[src/rtl/jtol_pkg.sv]
package jtol_pkg;

    typedef enum logic [1:0] {
        ST_IDLE   = 2'd0,
        ST_COARSE = 2'd1,
        ST_FINE   = 2'd2
    } jtol_state_e;

    typedef struct packed {
        logic sat;
        logic fault;
    } jtol_flags_t;

endpackage

[src/rtl/jtol_es_detect.sv]
module jtol_es_detect (
    input  logic clk,
    input  logic rst,
    input  logic clr_i,
    input  logic en_i,
    input  logic err_i,
    input  logic tick_i,
    output logic es_o
);
    logic seen_q;

    assign es_o = tick_i & en_i & (seen_q | err_i);

    always_ff @(posedge clk) begin
        if (rst || clr_i || tick_i) begin
            seen_q <= 1'b0;
        end else if (en_i && err_i) begin
            seen_q <= 1'b1;
        end
    end

    // the per-second error memory is always empty after a tick
    a_r2_clear_at_tick: assert property (@(posedge clk) disable iff (rst)
        tick_i |=> !seen_q);
    // nothing is remembered while disabled
    a_r10_idle_quiet: assert property (@(posedge clk) disable iff (rst)
        (!en_i && !seen_q) |=> !seen_q);
endmodule

[src/rtl/jtol_win_timer.sv]
module jtol_win_timer #(
    parameter int WIN_SECS = 30
) (
    input  logic clk,
    input  logic rst,
    input  logic clr_i,
    input  logic en_i,
    input  logic tick_i,
    output logic win_end_o
);
    localparam int CW = (WIN_SECS > 1) ? $clog2(WIN_SECS) : 1;
    localparam logic [CW-1:0] LAST = CW'(WIN_SECS - 1);

    logic [CW-1:0] cnt_q;

    assign win_end_o = en_i & tick_i & (cnt_q == LAST);

    always_ff @(posedge clk) begin
        if (rst || clr_i) begin
            cnt_q <= '0;
        end else if (en_i && tick_i) begin
            cnt_q <= (cnt_q == LAST) ? '0 : cnt_q + 1'b1;
        end
    end

    // the window count never passes its final second
    a_r5_win_bound: assert property (@(posedge clk) disable iff (rst)
        cnt_q <= LAST);
endmodule

[src/rtl/jtol_seq.sv]
module jtol_seq
    import jtol_pkg::*;
#(
    parameter int AMP_W   = 8,
    parameter int ES_FAIL = 3
) (
    input  logic             clk,
    input  logic             rst,
    input  logic             start_i,
    input  logic             tick_i,
    input  logic             es_i,
    input  logic             win_end_i,
    input  logic [AMP_W-1:0] coarse_step_i,
    input  logic [AMP_W-1:0] fine_step_i,
    input  logic [AMP_W-1:0] amp_max_i,
    output logic [AMP_W-1:0] amp_o,
    output logic             busy_o,
    output logic             done_o,
    output logic [AMP_W-1:0] tol_o,
    output logic             sat_o,
    output logic             fault_o,
    output logic             fine_o,
    output logic             clr_o
);
    localparam int ESW = $clog2(ES_FAIL + 1);
    localparam logic [ESW-1:0] ES_LAST = ESW'(ES_FAIL - 1);

    jtol_state_e      st_q;
    logic [AMP_W-1:0] amp_q, prev_q, tol_q;
    logic [ESW-1:0]   cum_q;
    logic             first_q, done_q;
    jtol_flags_t      flg_q;

    function automatic logic [AMP_W-1:0] step_up(
        input logic [AMP_W-1:0] a, input logic [AMP_W-1:0] s,
        input logic [AMP_W-1:0] m);
        logic [AMP_W:0] sum;
        sum = {1'b0, a} + {1'b0, s};
        step_up = (sum > {1'b0, m}) ? m : sum[AMP_W-1:0];
    endfunction

    assign amp_o   = amp_q;
    assign busy_o  = (st_q != ST_IDLE);
    assign done_o  = done_q;
    assign tol_o   = tol_q;
    assign sat_o   = flg_q.sat;
    assign fault_o = flg_q.fault;
    assign fine_o  = (st_q == ST_FINE);
    assign clr_o   = ((st_q == ST_IDLE) && start_i) ||
                     ((st_q == ST_COARSE) && tick_i && es_i);

    always_ff @(posedge clk) begin
        if (rst) begin
            st_q    <= ST_IDLE;
            amp_q   <= '0;
            prev_q  <= '0;
            tol_q   <= '0;
            cum_q   <= '0;
            first_q <= 1'b0;
            done_q  <= 1'b0;
            flg_q   <= '0;
        end else begin
            done_q <= 1'b0;
            unique case (st_q)
                ST_IDLE: begin
                    if (start_i) begin
                        st_q    <= ST_COARSE;
                        amp_q   <= '0;
                        prev_q  <= '0;
                        tol_q   <= '0;
                        cum_q   <= '0;
                        first_q <= 1'b1;
                        flg_q   <= '0;
                    end
                end
                ST_COARSE: begin
                    if (tick_i) begin
                        if (es_i) begin
                            st_q    <= ST_FINE;
                            amp_q   <= prev_q;
                            cum_q   <= '0;
                            first_q <= 1'b1;
                        end else if (amp_q == amp_max_i) begin
                            st_q      <= ST_IDLE;
                            done_q    <= 1'b1;
                            tol_q     <= amp_q;
                            flg_q.sat <= 1'b1;
                            amp_q     <= '0;
                        end else begin
                            prev_q <= amp_q;
                            amp_q  <= step_up(amp_q, coarse_step_i, amp_max_i);
                        end
                    end
                end
                ST_FINE: begin
                    if (tick_i) begin
                        if (es_i && first_q) begin
                            st_q        <= ST_IDLE;
                            done_q      <= 1'b1;
                            tol_q       <= '0;
                            flg_q.fault <= 1'b1;
                            amp_q       <= '0;
                        end else if (es_i && (cum_q == ES_LAST)) begin
                            st_q   <= ST_IDLE;
                            done_q <= 1'b1;
                            tol_q  <= prev_q;
                            amp_q  <= '0;
                        end else begin
                            if (es_i) cum_q <= cum_q + 1'b1;
                            if (win_end_i) begin
                                if (amp_q == amp_max_i) begin
                                    st_q      <= ST_IDLE;
                                    done_q    <= 1'b1;
                                    tol_q     <= amp_q;
                                    flg_q.sat <= 1'b1;
                                    amp_q     <= '0;
                                end else begin
                                    prev_q  <= amp_q;
                                    amp_q   <= step_up(amp_q, fine_step_i, amp_max_i);
                                    first_q <= 1'b0;
                                end
                            end
                        end
                    end
                end
                default: st_q <= ST_IDLE;
            endcase
        end
    end

    // completion is a single-cycle pulse
    a_r9_done_pulse: assert property (@(posedge clk) disable iff (rst)
        done_q |=> !done_q);
    // no amplitude is applied while idle
    a_r9_idle_zero: assert property (@(posedge clk) disable iff (rst)
        (st_q == ST_IDLE) |-> (amp_q == '0));
    // the running total never reaches the failing count while searching
    a_r7_cum_bound: assert property (@(posedge clk) disable iff (rst)
        cum_q < ESW'(ES_FAIL));
    // fine amplitude never decreases within a fine phase
    a_r5_fine_monotone: assert property (@(posedge clk) disable iff (rst)
        ((st_q == ST_FINE) && ($past(st_q) == ST_FINE)) |-> (amp_q >= $past(amp_q)));
    // a fault and saturation are never reported together
    a_r6_fault_excl: assert property (@(posedge clk) disable iff (rst)
        !(flg_q.fault && flg_q.sat));
endmodule

[src/rtl/jtol_search_ctrl.sv]
module jtol_search_ctrl #(
    parameter int AMP_W    = 8,
    parameter int WIN_SECS = 30,
    parameter int ES_FAIL  = 3
) (
    input  logic             clk,
    input  logic             rst,
    input  logic             start_i,
    input  logic             err_strobe_i,
    input  logic             sec_tick_i,
    input  logic [AMP_W-1:0] coarse_step_i,
    input  logic [AMP_W-1:0] fine_step_i,
    input  logic [AMP_W-1:0] amp_max_i,
    output logic [AMP_W-1:0] amp_code_o,
    output logic             busy_o,
    output logic             done_o,
    output logic [AMP_W-1:0] tol_amp_o,
    output logic             sat_o,
    output logic             setup_fault_o
);
    logic es, win_end, fine, clr;

    jtol_es_detect u_es (
        .clk(clk), .rst(rst), .clr_i(clr), .en_i(busy_o),
        .err_i(err_strobe_i), .tick_i(sec_tick_i), .es_o(es)
    );

    jtol_win_timer #(.WIN_SECS(WIN_SECS)) u_win (
        .clk(clk), .rst(rst), .clr_i(clr), .en_i(fine),
        .tick_i(sec_tick_i), .win_end_o(win_end)
    );

    jtol_seq #(.AMP_W(AMP_W), .ES_FAIL(ES_FAIL)) u_seq (
        .clk(clk), .rst(rst), .start_i(start_i), .tick_i(sec_tick_i),
        .es_i(es), .win_end_i(win_end), .coarse_step_i(coarse_step_i),
        .fine_step_i(fine_step_i), .amp_max_i(amp_max_i),
        .amp_o(amp_code_o), .busy_o(busy_o), .done_o(done_o),
        .tol_o(tol_amp_o), .sat_o(sat_o), .fault_o(setup_fault_o),
        .fine_o(fine), .clr_o(clr)
    );
endmodule

[config.mk]
export PLATFORM = sky130hd
export DESIGN_NAME = jtol_search_ctrl
export DESIGN_NICKNAME = d
export VERILOG_FILES = /design/src/rtl/jtol_pkg.sv /design/src/rtl/jtol_es_detect.sv /design/src/rtl/jtol_win_timer.sv /design/src/rtl/jtol_seq.sv /design/src/rtl/jtol_search_ctrl.sv
export SDC_FILE = /design/constraint.sdc
export NUM_CORES = 1
export LEC_CHECK = 0
export BUFFER_PORTS_ARGS = -buffer_cell sky130_fd_sc_hd__buf_2
export CAP_MARGIN = 15
export CORE_MARGIN = 4
export CORE_UTILIZATION = 43
export DETAILED_ROUTE_END_ITERATION = 8
export PLACE_DENSITY = 0.62
export SETUP_SLACK_MARGIN = 0.5
export SYNTH_ARGS = -nofsm -noshare
export SYNTH_HDL_FRONTEND = slang
export SYNTH_HIERARCHICAL = 1
export SYNTH_SLANG_ARGS = --single-unit
[constraint.sdc]
create_clock -name clk -period 4.6 [get_ports clk]
set_input_delay 0.23 -clock clk [delete_from_list [all_inputs] [get_ports clk]]
set_output_delay 0.23 -clock clk [all_outputs]
set_load 0.005 [all_outputs]
==> results.md <==
Logic synthesis:
- The number of nets handed over by synthesis was 460.
- Of all cell types, the one taking the most synthesized area is dfxtp_1.
- The number of enable flip-flop cells after synthesis is 0.
- The commonest cells after synthesis are 39 x ha_1, 39 x nor2_1, 38 x dfxtp_1.
- In the synthesized netlist the dominant register cell turns out to be dfxtp_1.
- After synthesis, the share of cell area in mux cells is around 4.7%.
- The basic-gate share of the synthesized area counting and, or, nand and nor cells is between 20% and 30%.
- Ranked by total cell area, the synthesized netlist is headed by dfxtp_1 24%, ha_1 15%, a21oi_1 4.9%.
- By area, the combinational part of the netlist is dominated by compound AO/OA/AOI/OAI gates.
- The synthesized design contains 38 register bits.
- Of the total synthesized cell area, the portion taken by XOR and XNOR cells is 5.505%.
- The post-synth design cell area is 3182 sq um.
- The share of flip-flops with an asynchronous set or reset is 0%.
- After synthesis, flip-flops and latches occupy 23.91% of the total area.
- The synthesized netlist contains 53 unique library cells.
- The count of synthesis-stage warnings from yosys is 6.
- The count of mapped cells out of synthesis is 390.
- The adder and majority cell fraction of the synthesized area is 16.59%.
- Dividing the synthesized area by the synthesized cell count gives 8.158 sq um.
- The top cell type's share of synthesized area is 23.91%.
- Summing the areas of all compound-gate instances in the mapped netlist gives 23.99% of the synthesized area.

Global route:
- The pin count of the biggest net entering global routing is 35.
- The overall track demand over capacity in global routing is 20.05%.
- The global-route congestion overflow total is 0.
- The global-route wire length before repair is between 10000 and 15000 microns.
- The initial antenna violation count is 0.
- The via count of the first global-routing pass is between 2000 and 3000.

Clock network:
- After clock tree synthesis, the clock-pin slew on the worst setup and hold paths is 0.08 ns.
- The clock tree root driver cell is clkbuf_8.
- The total clock buffers created by CTS is 5.
- The post-cts gate resize count is 0.
- TritonCTS built the clock tree.
- The H-tree generated during clock tree synthesis spans 2 levels.
- The number of clock sinks is 38.
- No sink is reached through more buffers than the 2 on the longest clock path.
- The clock latency of the later-clocked register in the worst-skew pair is 0.29 ns.

Final layout:
- The net count of the finished layout is between 500 and 600.
- Compared with the post-synthesis result, the final layout area differs by 12.86%.
- The fraction of the core area covered by cells at the end of the flow is about half.
- The total of fill cells in the finished design is around 740.
- The sequential standard cell area is roughly 760 sq um.
- The ratio of cells with drive above 1 in the final layout is approximately 16%.
- The antenna cell count is 0.
- In the final layout, the multi-input gates occupy between 2000 and 2500 sq um.

STA:
- The total count of max-transition violations in the final report is 0.
- The count of final hold-check violations was 0.
- Hold timing on the final database bottoms out at a slack of approximately 0.24 ns.
- The routed design could run at a clock period as short as between 3 and 4 ns.
- The post-route clock period utilization is ~80%.
- Summed over all failing endpoints, the final setup total negative slack is 0 ns.
- Setup slack closes at about 0.91 ns.
- The fmax is between 0.2 and 0.3 GHz.
- Setup violations remaining at the end of the flow were counted as 0.
- The worst relative slew slack is a little under half.
- The maximum clock skew at final layout is slightly above 0.01 ns.
- Setup repair after global routing left no endpoint under its margin.
- The slew of the pin with the lowest slew margin is 0.7824 ns.

Critical path:
- For the worst setup path, the data arrival time is roughly 3.9 ns.
- At the worst endpoint, the required time is around 4.8 ns.
- The startpoint identified for the worst register-to-register timing path is u_seq/amp_o[0].
- The setup slack of the most critical reg-to-reg path is just over 0.9 ns.
- The worst reg2reg path endpoint is u_seq/amp_o[0].
- The kind of end point of the critical path is a flop.
- Of all nets on the critical path, the largest fanout is 9.
- For the worst flop-to-flop path, the logic depth is 14.
- The worst setup path is launched from a flop.
- The category of the critical setup timing path is reg2reg.

Die:
- The height of the die is around 94 microns.
- The number of rows created at floorplan is 31.
- The floorplan die width is 94.02 microns.
- The I/O pin count is between 40 and 50.
- The total area inside the core boundary comes to a little over 7000 sq um.
- The initial utilization of the core area, before any placement, comes to between 40 and 50%.
- The die covers a little under 9000 sq um.

Drt:
- The first routing iteration left approximately 160 violations.
- The routed layout has just over 3000 vias.
- The number of detailed-routing iterations run before antenna repair is 4.
- Wires add up to 8558 microns.
- Once detail routing completed, the nets flagged for antenna violations numbered 0.
- In the routed design, unresolved DRC markers number 0.
- The detailed-route vias per instance is between 5 and 6.
- After detailed routing, the average wire length per cell comes to between 15 and 20 microns.

Hold path:
- The source of the worst hold timing path is amp_max_i[7].
- The path with the worst hold slack has its endpoint at u_seq/amp_o[7].
- Counting instances, the worst hold path has a depth of 3.
- The type of the tightest min-delay check is in2reg.

Place:
- The worst slack at placement is 0.6716 ns.
- The number of buffer cells added on primary ports is 48.
- The final estimated routing congestion in global placement is approximately 0.87.
- The HPWL after detailed placement is between 6000 and 7000 microns.

Job:
- The tool flagged a number of max-cap violations equal to 0.

Power and ir drop:
- The leakage power total is 0.001639 uW.
- For this design the ratio of total power to cell area is about 230 nW/um^2.
- The worst-case IR drop observed on VDD is approximately 0.11 mV.

Outcome:
- The run finished with clean final reports.
-- through the flow --
stage | power [uW] | instances | cell area, sq um
6_report | 839.7 | 535 | 3591
2_1_floorplan | 523.2 | 390 | 3182
4_1_cts | 838.3 | 533 | 3576
3_5_place_dp | 595.0 | 525 | 3481
5_1_grt | 891.7 | 535 | 3591
3_3_place_gp | 591.3 | 525 | 3481
-- report_power, final --
| part | internal (uW) | leakage, uW | switching [uW] |
|---|---|---|---|
| clock network | 121 | 0.0000472 | 123 |
| logic | 92.1 | 0.00129 | 160 |
| registers | 335 | 0.000307 | 9.67 |
| total | 547 | 0.00164 | 292 |
-- sequential cells by signal, summed over array words and instances, names as in the netlist, 2 cells and up --
| name | cells |
|---|---|
| u_seq/cum_q | 2 |
| u_seq/tol_o | 8 |
| u_seq/prev_q | 8 |
| u_win/cnt_q | 5 |
| u_seq/amp_o | 8 |
| u_seq/st_q | 2 |
-- worst max path at each step --
stage / end / cells after the start / from / slack, ns
detailed placement: u_seq/amp_o[0] / 16 / u_seq/amp_o[0] / 0.67
CTS: u_seq/amp_o[1] / 16 / u_seq/amp_o[0] / 0.65
floorplan: u_seq/amp_o[3] / 16 / u_seq/amp_o[0] / 1.42
global placement: u_seq/amp_o[1] / 16 / u_seq/amp_o[0] / 0.81
global route: u_seq/amp_o[0] / 14 / u_seq/amp_o[0] / 0.62
finish: u_seq/amp_o[0] / 14 / u_seq/amp_o[0] / 0.91
-- cell families (layout without fill, tap and decap cells) --
| group | count (synthesis) | in the layout |
|---|---|---|
| muxes | 15 | 15 |
| DFF | 38 | 38 |
| and+or+nand+nor | 122 | 122 |
| xor gates and xnor gates | 20 | 20 |
| buffers and inverters | 38 | 84 |
| adders and majority gates | 41 | 41 |
| AOI/OAI and AO/OA | 116 | 116 |
-- what timing repair did --
item	in CTS	in global routing
hold buffers	0	0
setup buffers	0	2
setup endpoints to repair	0	3
hold endpoints to repair	0	0
-- area by class of cell --
type	instances	area share [%]
Sequential cell	38	21.18
Clock buffer	6	2.300
Inverter	26	2.718
Tap cell	99	3.449
Clock inverter	2	0.3484
Timing Repair Buffer	50	7.108
Multi-Input combinational cell	314	62.89
-- layer usage --
layer	global-route usage, %	wire (microns)	vias up
met5	0	0	-
met4	3.610	22	0
met3	2.404	223	2
met2	35.90	4320	47
met1	25.94	3992	1481
li1	-	-	1523
-- critical path, cell delays in order, from the launching register on --
cell	delay, ns
dfxtp_1	0.47
ha_1	0.22
inv_1	0.05
fa_1	0.40
nor2b_1	0.16
o31a_1	0.17
o21a_1	0.14
nor2_1	0.06
xnor2_1	0.27
ha_1	0.30
and3_1	0.18
and3_1	0.19
o211ai_2	0.54
mux2i_1	0.25
o221ai_1	0.14
-- cell usage in the layout, fill, tap and decap left out, drive strengths merged, types with 2 or more instances in the layout --
cell type  count
a21oi         31
xnor2          8
o221ai         6
a211oi         3
o21bai         4
o211a          2
o21a           7
nor2b          7
nor4           4
nand4          5
dfxtp         38
buf           50
mux2i         15
nand2b         2
nand3         11
and3          14
nand3b         2
o21ai         24
xor2          12
o31a           2
inv           26
nand2         28
o211ai         4
or3            2
a22oi         17
and4           2
ha            39
a311oi         4
clkbuf         6
fa             2
nor2          40
nand4b         2
a31oi          5
Power figures use the tool's default switching activity.
